## src/rtl/irq_status_pkg.sv

```systemverilog
package irq_status_pkg;

    localparam int DW    = 8;
    localparam int NBANK = 2;
    localparam int NSRC  = NBANK * DW;
    localparam int IDXW  = $clog2(NSRC);
    localparam int SELW  = 2;

    typedef enum logic [SELW-1:0] {
        WR_MASK_A = 2'd0,
        WR_MASK_B = 2'd1,
        WR_CTRL   = 2'd2,
        WR_NONE   = 2'd3
    } wr_sel_e;

    typedef enum logic [SELW-1:0] {
        RD_STAT_A = 2'd0,
        RD_STAT_B = 2'd1,
        RD_GSUM   = 2'd2,
        RD_LINE   = 2'd3
    } rd_sel_e;

    // register B bit positions
    localparam int B_XPR  = 0;
    localparam int B_REP  = 1;
    localparam int B_CTS  = 2;
    localparam int B_TMR  = 3;
    localparam int B_XDU  = 4;
    localparam int B_ALLS = 5;

    localparam logic [DW-1:0] B_UNUSED = 8'hC0;

    typedef struct packed {
        logic vis;
    } ctrl_t;

    typedef struct packed {
        logic cts_lvl;
        logic cts_chg;
        logic rep;
    } line_ev_t;

    function automatic logic [DW-1:0] forced_bits(input int bank);
        return (bank == 1) ? B_UNUSED : '0;
    endfunction

    function automatic logic [IDXW-1:0] first_set(input logic [NSRC-1:0] v);
        logic [IDXW-1:0] r;
        r = '0;
        for (int i = NSRC - 1; i >= 0; i--) begin
            if (v[i]) r = IDXW'(i);
        end
        return r;
    endfunction

endpackage

```

## src/rtl/irq_line_events.sv

```systemverilog
module irq_line_events
    import irq_status_pkg::*;
(
    input  logic     clk,
    input  logic     rst,
    input  logic     cts_i,
    input  logic     bus_mode,
    input  logic     tx_collide,
    input  logic     tx_busy,
    output line_ev_t ev
);

    logic cts_q;

    // tracks the line even in reset so no false edge appears on release
    always_ff @(posedge clk) begin
        cts_q <= cts_i;
    end

    logic cts_fall;
    assign cts_fall = cts_q & ~cts_i;

    always_comb begin
        ev.cts_lvl = cts_q;
        ev.cts_chg = cts_q ^ cts_i;
        ev.rep     = bus_mode ? tx_collide : (tx_busy & cts_fall);
    end

    // every change of the CTS input is flagged
    a_r5_cts_edge: assert property (@(posedge clk) disable iff (rst)
        (cts_i != $past(cts_i)) |-> ev.cts_chg);

    // no repeat in point-to-point mode while idle
    a_r10_p2p_idle: assert property (@(posedge clk) disable iff (rst)
        (!bus_mode && !tx_busy) |-> !ev.rep);

endmodule

```

## src/rtl/irq_stat_bank.sv

```systemverilog
module irq_stat_bank #(
    parameter int          W      = 8,
    parameter logic [W-1:0] FORCED = '0
) (
    input  logic         clk,
    input  logic         rst,
    input  logic         mask_we,
    input  logic [W-1:0] mask_wd,
    input  logic         vis,
    input  logic         rd_clr,
    input  logic [W-1:0] ev,
    output logic [W-1:0] stat,
    output logic [W-1:0] mask,
    output logic [W-1:0] pend
);

    logic [W-1:0] admit;
    logic [W-1:0] stat_kept;

    assign admit     = ev & ~FORCED & ({W{vis}} | ~mask);
    assign stat_kept = rd_clr ? '0 : stat;

    always_ff @(posedge clk) begin
        if (rst) begin
            mask <= '1;
            stat <= '0;
        end else begin
            if (mask_we) mask <= mask_wd | FORCED;
            stat <= stat_kept | admit;
        end
    end

    assign pend = stat & ~mask;

    // masks come out of reset fully set
    a_r1_mask_reset: assert property (@(posedge clk) disable iff (rst)
        $past(rst) |-> (mask == '1 && stat == '0));

    // with visibility off, no masked bit becomes newly set
    a_r4_drop_hidden: assert property (@(posedge clk) disable iff (rst)
        !vis |=> ((stat & ~$past(stat) & $past(mask)) == '0));

    // a read with no incoming event empties the register
    a_r6_clear: assert property (@(posedge clk) disable iff (rst)
        (rd_clr && ev == '0) |=> (stat == '0));

    // enabled events in the read cycle survive the clear
    a_r7_keep: assert property (@(posedge clk) disable iff (rst)
        rd_clr |=> ((stat & $past(ev & ~mask)) == $past(ev & ~mask)));

endmodule

```

## src/rtl/irq_summary.sv

```systemverilog
module irq_summary
    import irq_status_pkg::*;
(
    input  logic             clk,
    input  logic             rst,
    input  logic [NSRC-1:0]  pend,
    output logic [NBANK-1:0] gsum,
    output logic             irq,
    output logic             vec_valid,
    output logic [IDXW-1:0]  vec_idx
);

    for (genvar b = 0; b < NBANK; b++) begin : g_grp
        assign gsum[b] = |pend[b*DW +: DW];
    end

    assign irq       = |pend;
    assign vec_valid = irq;
    assign vec_idx   = first_set(pend);

    // the presented index always points at an enabled pending source
    a_r9_vec_hits: assert property (@(posedge clk) disable iff (rst)
        vec_valid |-> pend[vec_idx]);

    // interrupt line and group summary agree
    a_r8_irq_gsum: assert property (@(posedge clk) disable iff (rst)
        irq == (gsum != '0));

endmodule

```

## src/rtl/irq_status_ctrl.sv

```systemverilog
module irq_status_ctrl
    import irq_status_pkg::*;
(
    input  logic                 clk,
    input  logic                 rst,
    input  logic                 wr_en,
    input  logic [SELW-1:0]      wr_sel,
    input  logic [DW-1:0]        wr_data,
    input  logic                 rd_en,
    input  logic [SELW-1:0]      rd_sel,
    output logic [DW-1:0]        rd_data,
    input  logic [DW-1:0]        ev_rx,
    input  logic                 ev_xpr,
    input  logic                 ev_tmr,
    input  logic                 ev_xdu,
    input  logic                 ev_alls,
    input  logic                 tx_collide,
    input  logic                 tx_busy,
    input  logic                 bus_mode,
    input  logic                 cts_i,
    output logic                 irq_o,
    output logic [NBANK-1:0]     gsum_o,
    output logic                 vec_valid_o,
    output logic [IDXW-1:0]      vec_idx_o
);

    ctrl_t    ctrl_q;
    line_ev_t line_ev;

    logic [NBANK-1:0][DW-1:0] ev_bank;
    logic [NBANK-1:0][DW-1:0] stat;
    logic [NBANK-1:0][DW-1:0] mask;
    logic [NBANK-1:0][DW-1:0] pend;
    logic [NBANK-1:0]         mask_we;
    logic [NBANK-1:0]         rd_clr;
    logic [NSRC-1:0]          pend_flat;

    always_ff @(posedge clk) begin
        if (rst) begin
            ctrl_q <= '0;
        end else if (wr_en && wr_sel == WR_CTRL) begin
            ctrl_q.vis <= wr_data[0];
        end
    end

    irq_line_events u_line (
        .clk        (clk),
        .rst        (rst),
        .cts_i      (cts_i),
        .bus_mode   (bus_mode),
        .tx_collide (tx_collide),
        .tx_busy    (tx_busy),
        .ev         (line_ev)
    );

    always_comb begin
        ev_bank[0]         = ev_rx;
        ev_bank[1]         = '0;
        ev_bank[1][B_XPR]  = ev_xpr;
        ev_bank[1][B_REP]  = line_ev.rep;
        ev_bank[1][B_CTS]  = line_ev.cts_chg;
        ev_bank[1][B_TMR]  = ev_tmr;
        ev_bank[1][B_XDU]  = ev_xdu;
        ev_bank[1][B_ALLS] = ev_alls;
    end

    always_comb begin
        for (int b = 0; b < NBANK; b++) begin
            mask_we[b] = wr_en && (wr_sel == SELW'(b));
            rd_clr[b]  = rd_en && (rd_sel == SELW'(b));
        end
    end

    for (genvar b = 0; b < NBANK; b++) begin : g_bank
        irq_stat_bank #(
            .W      (DW),
            .FORCED (forced_bits(b))
        ) u_bank (
            .clk     (clk),
            .rst     (rst),
            .mask_we (mask_we[b]),
            .mask_wd (wr_data),
            .vis     (ctrl_q.vis),
            .rd_clr  (rd_clr[b]),
            .ev      (ev_bank[b]),
            .stat    (stat[b]),
            .mask    (mask[b]),
            .pend    (pend[b])
        );
        assign pend_flat[b*DW +: DW] = pend[b];
    end

    irq_summary u_sum (
        .clk       (clk),
        .rst       (rst),
        .pend      (pend_flat),
        .gsum      (gsum_o),
        .irq       (irq_o),
        .vec_valid (vec_valid_o),
        .vec_idx   (vec_idx_o)
    );

    always_comb begin
        rd_data = '0;
        case (rd_sel)
            RD_STAT_A: rd_data = stat[0];
            RD_STAT_B: rd_data = stat[1];
            RD_GSUM:   rd_data[NBANK-1:0] = gsum_o;
            RD_LINE:   rd_data[0] = line_ev.cts_lvl;
            default:   rd_data = '0;
        endcase
    end

    // a CTS change admitted under visibility lands in B2
    a_r5_cts_recorded: assert property (@(posedge clk) disable iff (rst)
        (ctrl_q.vis && line_ev.cts_chg) |=> stat[1][B_CTS]);

    // unused register B positions never read as set
    a_r11_unused_zero: assert property (@(posedge clk) disable iff (rst)
        (stat[1] & B_UNUSED) == '0);

    // a fully masked register never reaches the interrupt line
    a_r3_masked_quiet: assert property (@(posedge clk) disable iff (rst)
        (mask[0] == '1 && mask[1] == '1) |-> !irq_o);

endmodule

```

## config.mk

```make
export PLATFORM = sky130hd
export DESIGN_NAME = irq_status_ctrl
export DESIGN_NICKNAME = d
export VERILOG_FILES = /design/src/rtl/irq_status_pkg.sv /design/src/rtl/irq_line_events.sv /design/src/rtl/irq_stat_bank.sv /design/src/rtl/irq_summary.sv /design/src/rtl/irq_status_ctrl.sv
export SDC_FILE = /design/constraint.sdc
export NUM_CORES = 1
export LEC_CHECK = 0
export BUFFER_PORTS_ARGS = -buffer_cell sky130_fd_sc_hd__buf_4
export CORE_AREA = 2 2 83 85
export DETAILED_ROUTE_END_ITERATION = 12
export DIE_AREA = 0 0 85 87
export MAX_ROUTING_LAYER = met4
export PLACE_DENSITY = 0.4
export RECOVER_POWER = 100
export SLEW_MARGIN = 30
export SYNTH_ARGS = -nofsm -noshare
export SYNTH_HDL_FRONTEND = slang
export SYNTH_SLANG_ARGS = --single-unit
export TNS_END_PERCENT = 100
```

## constraint.sdc

```tcl
create_clock -name clk -period 1.6 [get_ports clk]
set_clock_uncertainty 0.05 [all_clocks]
set_input_delay 0.24 -clock clk [delete_from_list [all_inputs] [get_ports clk]]
set_output_delay 0.24 -clock clk [all_outputs]
set_load 0.05 [all_outputs]
```

==> flow_metrics.env, run 1 <==
export IMPL_num_rows=30
export IMPL_dr_pass1_iters=4
export IMPL_ioPinCount=48
export IMPL_grt_usage_pct=15.4
export IMPL_grt_overflow_total=0
export IMPL_path_depth=6
export IMPL_drt_initial_drc_count=64
export IMPL_synth_fp_nets=232
export IMPL_synth_seq_cells=30
export IMPL_met1Wirelength_um=2460
export IMPL_rsz0062_at_grt="true"
export IMPL_synthCells=199
export IMPL_yosys_area_top_type="dfxtp_1"
export IMPL_ys_async_sr_fraction_pct=0
export IMPL_post_route_drc_count=0
export IMPL_htree_levels=2
export IMPL_synth_cell_type_count=37
export IMPL_critPathMaxFanout=2
export IMPL_holdPathStages=1
export IMPL_critPathMaxStageDelay_ns=0.47
export IMPL_yosysTopAreaCellShare_pct=38.2
export IMPL_path_cells="nand2b_4 -> o21ai_4 -> nor3_4 -> inv_4 -> mux4_2 -> buf_8"
export IMPL_grt_first_pass_wirelength_um=8470
export IMPL_synthFlopType="dfxtp_1"
export IMPL_routed_via_density=4.39
export IMPL_cts_tree="done"
export IMPL_ant_nets=0
export IMPL_crit_arrival_ns=1.74
export IMPL_rr_worst_depth=4
export IMPL_violations="setup timing"
export IMPL_outcome="finished with violations"
export IMPL_hold_viol=0
export IMPL_wl_met2_um=2220
export IMPL_antenna_cells=0
export IMPL_ys_warnings_count=0
export IMPL_path_clk_slew_ns=0.07
export IMPL_hp_class="in2reg"
export IMPL_synth_edf_count=0
export IMPL_crit_buf_inv=2
export IMPL_ir_worst_vdd_uv=325
export IMPL_areaGrowthSynthToFinish_pct=59.5
export IMPL_p_leak_nw=1.20
export IMPL_start_util_pct=24.0
export IMPL_layout_drive_gt1_share_pct=43.7
export IMPL_gp_congestion=0.749
export IMPL_power_net_switching_uw=522
export IMPL_fin_nets=309
export IMPL_die_h_um=87
export IMPL_clk_path_buf_depth=2
export IMPL_grt_max_degree=30
export IMPL_syn_area_um2=1570
export IMPL_slew_limit_headroom_pct=49.6
export IMPL_crit_type="reg2out"
export IMPL_core_um2=6570
export IMPL_power_density_nw_per_um2=730
export IMPL_holdWs_ns=0.0403
export IMPL_place_worst_setup_slack_ns=-0.197
export IMPL_dp_cells=347
export IMPL_dp_hpwl_um=3950
export IMPL_port_buffers=47
export IMPL_worst_pin_slew_ns=0.755
export IMPL_slowest_stage="mux4_2"
export IMPL_power_frac_clock_pct=35.2
export IMPL_critical_path_startpoint_type="register"
export IMPL_power_internal_mw=1.31
export IMPL_wl_per_cell_um=14.0
export IMPL_syn_avg_cell_area_um2=7.91
export IMPL_via_count=1568
export IMPL_hold_buffers=0
export IMPL_drv_slew=0
export IMPL_clock_latency_ns=0.29
export IMPL_swShare_pct=28.5
export IMPL_wl_met3_um=241
export IMPL_cts_sinks=30
export IMPL_total_power_mw=1.83
export IMPL_fin_crit_ns=2.03
export IMPL_cpLargestDelayFamily="multiplexers"
export IMPL_finalCritPeriodShare_pct=127
export IMPL_cts_buffers=5
export IMPL_seq_area_frac_synth_pct=38.2
export IMPL_fin_ws_ns=-0.429
export IMPL_netlist_top_cells_area="dfxtp_1, a21oi_1, o21ai_0"
export IMPL_critical_path_required_ns=1.31
export IMPL_end_kind="output port"
export IMPL_highest_layer="met4"
export IMPL_die_width_um=85
export IMPL_setup_violations=10
export IMPL_instances_no_fill=357
export IMPL_grt_pass1_vias=1661
export IMPL_dieArea_um2=7400
export IMPL_combPwrFrac_pct=20.6
export IMPL_antenna_found_initial=0
export IMPL_finalWirelength_um=4990
export IMPL_seqPwrFrac_pct=44.2
export IMPL_root_buffer="clkbuf_8"
export IMPL_max_freq_mhz=493
export IMPL_drv_cap=0
cells by family after synthesis:
kind of cell | after synthesis | synth area share [%]
adders and majority gates | 1 | 0.795
and+or+nand+nor | 76 | 26.8
DFF | 30 | 38.2
buffers and inverters | 29 | 7.31
AOI/OAI and AO/OA | 57 | 22.3
muxes | 6 | 4.61
synth_stat cells, types with 3 or more instances:
master / number
a211o_1: 9
a21oi_1: 20
clkbuf_1: 6
dfxtp_1: 30
inv_1: 18
mux2i_1: 5
nand2_1: 22
nand2b_1: 9
nand2b_2: 3
nand2b_4: 3
nor2_1: 19
nor2b_1: 8
o21ai_0: 17
cells in the final DEF, fill, tap and decap left out, types with 3 or more instances in the layout:
master and instances:
buf_4 59, a211o_1 9, buf_6 11, clkbuf_8 6, clkbuf_1 5, a21oi_1 19
dfxtp_1 20, inv_1 17, nand2_1 21, nand2b_1 7, nand2b_4 8, dfxtp_2 9
nor2b_4 4, mux2i_1 5, nor2b_1 3, o21ai_0 17, nor2_1 17
power groups by stage:
stage | Combinational (mW) | Sequential, mW | Clock [mW]
global placement | 0.359 | 0.825 | 0
CTS | 0.386 | 0.811 | 0.666
finish | 0.377 | 0.810 | 0.646
global route | 0.413 | 0.816 | 0.700
detailed placement | 0.360 | 0.824 | 0
floorplan | 0.197 | 0.821 | 0
stage by stage:
step	TNS [ns]	utilization, %	cell area [um^2]
2_1_floorplan	-0.643	-	1630
3_3_place_gp	-0.645	34.5	2270
4_1_cts	-2.67	38.2	2510
6_report	-2.55	38.2	2510
3_5_place_dp	-0.684	34.5	2270
5_1_grt	-3.53	38.2	2510
registers in the layout, summed over array words and instances, names as in the netlist:
| name | flops |
|---|---|
| g_bank.u_bank.mask | 14 |
| g_bank.u_bank.stat | 14 |
| ctrl_q | 1 |
| u_line.cts_q | 1 |
layer usage:
layer,up-vias,track usage (%)
li1,824,-
met1,700,21.0
met2,37,22.9
met3,7,3.13
met4,0,5.19
met5,-,-
repair_timing:
action,4_1_cts,5_1_grt
gates cloned,0,0
pin swaps,7,4
gates resized for setup,37,7
setup buffers,2,1
endpoints found under the setup margin,10,10
area by class of cell:
type | count | area (um^2)
clock buffer | 7 | 86.3
clock inverter | 1 | 5.00
fill | 697 | 4060
inverter | 20 | 77.6
multi-input combinational | 140 | 993
sequential | 30 | 616
tap | 80 | 100
timing repair buffer | 79 | 632
final timing paths:
| path | start | endpoint | slack [ns] |
|---|---|---|---|
| max | g_bank[0].u_bank.mask[1] | rd_data[0] | -0.43 |
| max reg2reg | ctrl_q | g_bank[0].u_bank.stat[7] | 0.31 |
| min | cts_i | u_line.cts_q | 0.04 |
| min reg2reg | g_bank[1].u_bank.stat[5] | g_bank[1].u_bank.stat[5] | 0.43 |
Power figures use the tool's default switching activity.
==> run 2, diff against run 1 <==
--- a/config.mk
+++ b/config.mk
@@ -12,6 +12,7 @@
 export MAX_ROUTING_LAYER = met4
 export PLACE_DENSITY = 0.4
 export RECOVER_POWER = 100
+export REMOVE_ABC_BUFFERS = 1
 export SLEW_MARGIN = 30
 export SYNTH_ARGS = -nofsm -noshare
 export SYNTH_HDL_FRONTEND = slang
==> run 2 against run 1 <==
The run still ends with setup timing left. Sequential share of layout area down 0.49 points. Global-route usage down 0.34 points. Combinational power up 3%. Cell area up 2.0%. Total power up 0.67%. Worst hold slack worse by 0.0077 ns. Clock power about the same. Die area unchanged. Largest cell class unchanged.
==> flow_metrics.env, run 2 (same netlist as run 1, synthesis figures left out) <==
export IMPL_worst_pin_slew_ns=0.712
export IMPL_rsz0062_at_grt="true"
export IMPL_dp_hpwl_um=3830
export IMPL_critical_path_required_ns=1.31
export IMPL_drt_initial_drc_count=38
export IMPL_path_clk_slew_ns=0.07
export IMPL_slowest_stage="mux4_2"
export IMPL_gp_congestion=0.743
export IMPL_grt_first_pass_wirelength_um=8300
export IMPL_layout_commonest_cell="buf_4"
export IMPL_start_util_pct=24.0
export IMPL_drv_cap=0
export IMPL_die_width_um=85
export IMPL_fin_ws_ns=-0.382
export IMPL_drv_slew=0
export IMPL_finalCritPeriodShare_pct=124
export IMPL_antenna_cells=0
export IMPL_layout_common_cells="buf_4, nand2_1, a21oi_1, dfxtp_1"
export IMPL_end_kind="output port"
export IMPL_dieArea_um2=7400
export IMPL_ant_nets=0
export IMPL_finalWirelength_um=5050
export IMPL_cts_buffers=5
export IMPL_outcome="finished with violations"
export IMPL_power_density_nw_per_um2=720
export IMPL_wl_per_cell_um=14.0
export IMPL_total_power_mw=1.85
export IMPL_grt_pass1_vias=1646
export IMPL_cts_tree="done"
export IMPL_fillers=682
export IMPL_via_count=1601
export IMPL_setup_violations=10
export IMPL_areaGrowthSynthToFinish_pct=62.7
export IMPL_fin_nets=314
export IMPL_critPathMaxFanout=2
export IMPL_crit_arrival_ns=1.69
export IMPL_grt_usage_pct=15.1
export IMPL_violations="setup timing"
export IMPL_ioPinCount=48
export IMPL_holdWs_ns=0.0326
export IMPL_p_leak_nw=1.20
export IMPL_multi_input_area_um2=1000
export IMPL_layout_drive_gt1_share_pct=45.4
export IMPL_core_um2=6570
export IMPL_critical_path_startpoint_type="register"
export IMPL_die_h_um=87
export IMPL_root_buffer="clkbuf_8"
export IMPL_regArea_um2=616
export IMPL_ir_worst_vdd_uv=326
export IMPL_tns_ns=-2.83
export IMPL_clk_path_buf_depth=2
export IMPL_dr_pass1_iters=4
export IMPL_grt_overflow_total=0
export IMPL_num_rows=30
export IMPL_hp_class="in2reg"
export IMPL_cts_sinks=30
export IMPL_crit_type="reg2out"
export IMPL_clock_latency_ns=0.28
export IMPL_path_cells="nand2b_4 -> nand4_4 -> nor3_4 -> inv_2 -> mux4_2 -> buf_8"
export IMPL_fin_crit_ns=1.98
export IMPL_slew_limit_headroom_pct=52.6
export IMPL_grt_max_degree=30
export IMPL_hold_viol=0
export IMPL_htree_levels=2
export IMPL_routed_via_density=4.42
export IMPL_hold_buffers=0
export IMPL_max_freq_mhz=504
export IMPL_place_worst_setup_slack_ns=-0.192
export IMPL_port_buffers=47
export IMPL_antenna_found_initial=0
export IMPL_post_route_drc_count=0
export IMPL_critPathMaxStageDelay_ns=0.47
export IMPL_top_regs="g_bank.u_bank.mask: 14 flops, g_bank.u_bank.stat: 14 flops"
[run 2: cell types whose count changed in the layout (fill, tap and decap cells not counted), moves of 2 or more]
cell      previous run  this run
and2_0               2         0
and2_1               0         2
buf_4               59        61
buf_8                2         4
clkbuf_1             5         8
clkbuf_4             2         0
dfxtp_1             20        18
dfxtp_2              9        12
[run 2: final timing paths]
check	from	to	slack, ns	depth (start not counted)
setup / recovery	g_bank[0].u_bank.mask[5]	rd_data[0]	-0.38	6
setup reg to reg	ctrl_q	g_bank[1].u_bank.stat[3]	0.25	3
hold reg to reg	g_bank[1].u_bank.stat[4]	g_bank[1].u_bank.stat[4]	0.42	2
hold / removal	cts_i	u_line.cts_q	0.03	1
[run 2: layout make-up]
type / instances / area share [%]
multi-input combinational: 140 / 39.0
timing repair buffer: 84 / 26.5
sequential: 30 / 24.0
clock buffer: 7 / 3.37
tap: 80 / 3.91
clock inverter: 1 / 0.195
inverter: 20 / 2.93
[run 2: routing by layer]
layer,track usage (%),part of all wire (%),wire (um),vias up
met3,3.70,4.7,236,6
met5,-,0,0,-
met1,19.6,49,2480,721
li1,-,-,-,831
met2,23.7,45,2280,43
met4,3.90,1.1,56,0
[run 2: what timing repair did]
action,CTS,global route
gates resized for setup,46,18
endpoints found under the setup margin,10,11
endpoints found under the hold margin,0,0
setup buffers,2,5
pin swaps,12,9
gates cloned,0,0
[run 2: power breakdown]
group / internal, mW / switching, mW
Combinational: 0.189 / 0.200
Clock: 0.347 / 0.298
Sequential: 0.784 / 0.0270
Total: 1.32 / 0.525
[run 2: critical path: cells and delay by family (launching register included)]
kind,cells,cell delay [ns]
flip-flops,1,0.32
buffers and inverters,2,0.22
multiplexers,1,0.47
AND/OR/NAND/NOR,3,0.40
[run 2: per-stage QoR]
step           instances  area (um^2)  util (%)
2_1_floorplan        190         1530         -
3_3_place_gp         349         2230      33.9
3_5_place_dp         349         2230      33.9
4_1_cts              358         2500      38.0
5_1_grt              362         2560      39.0
6_report             362         2560      39.0
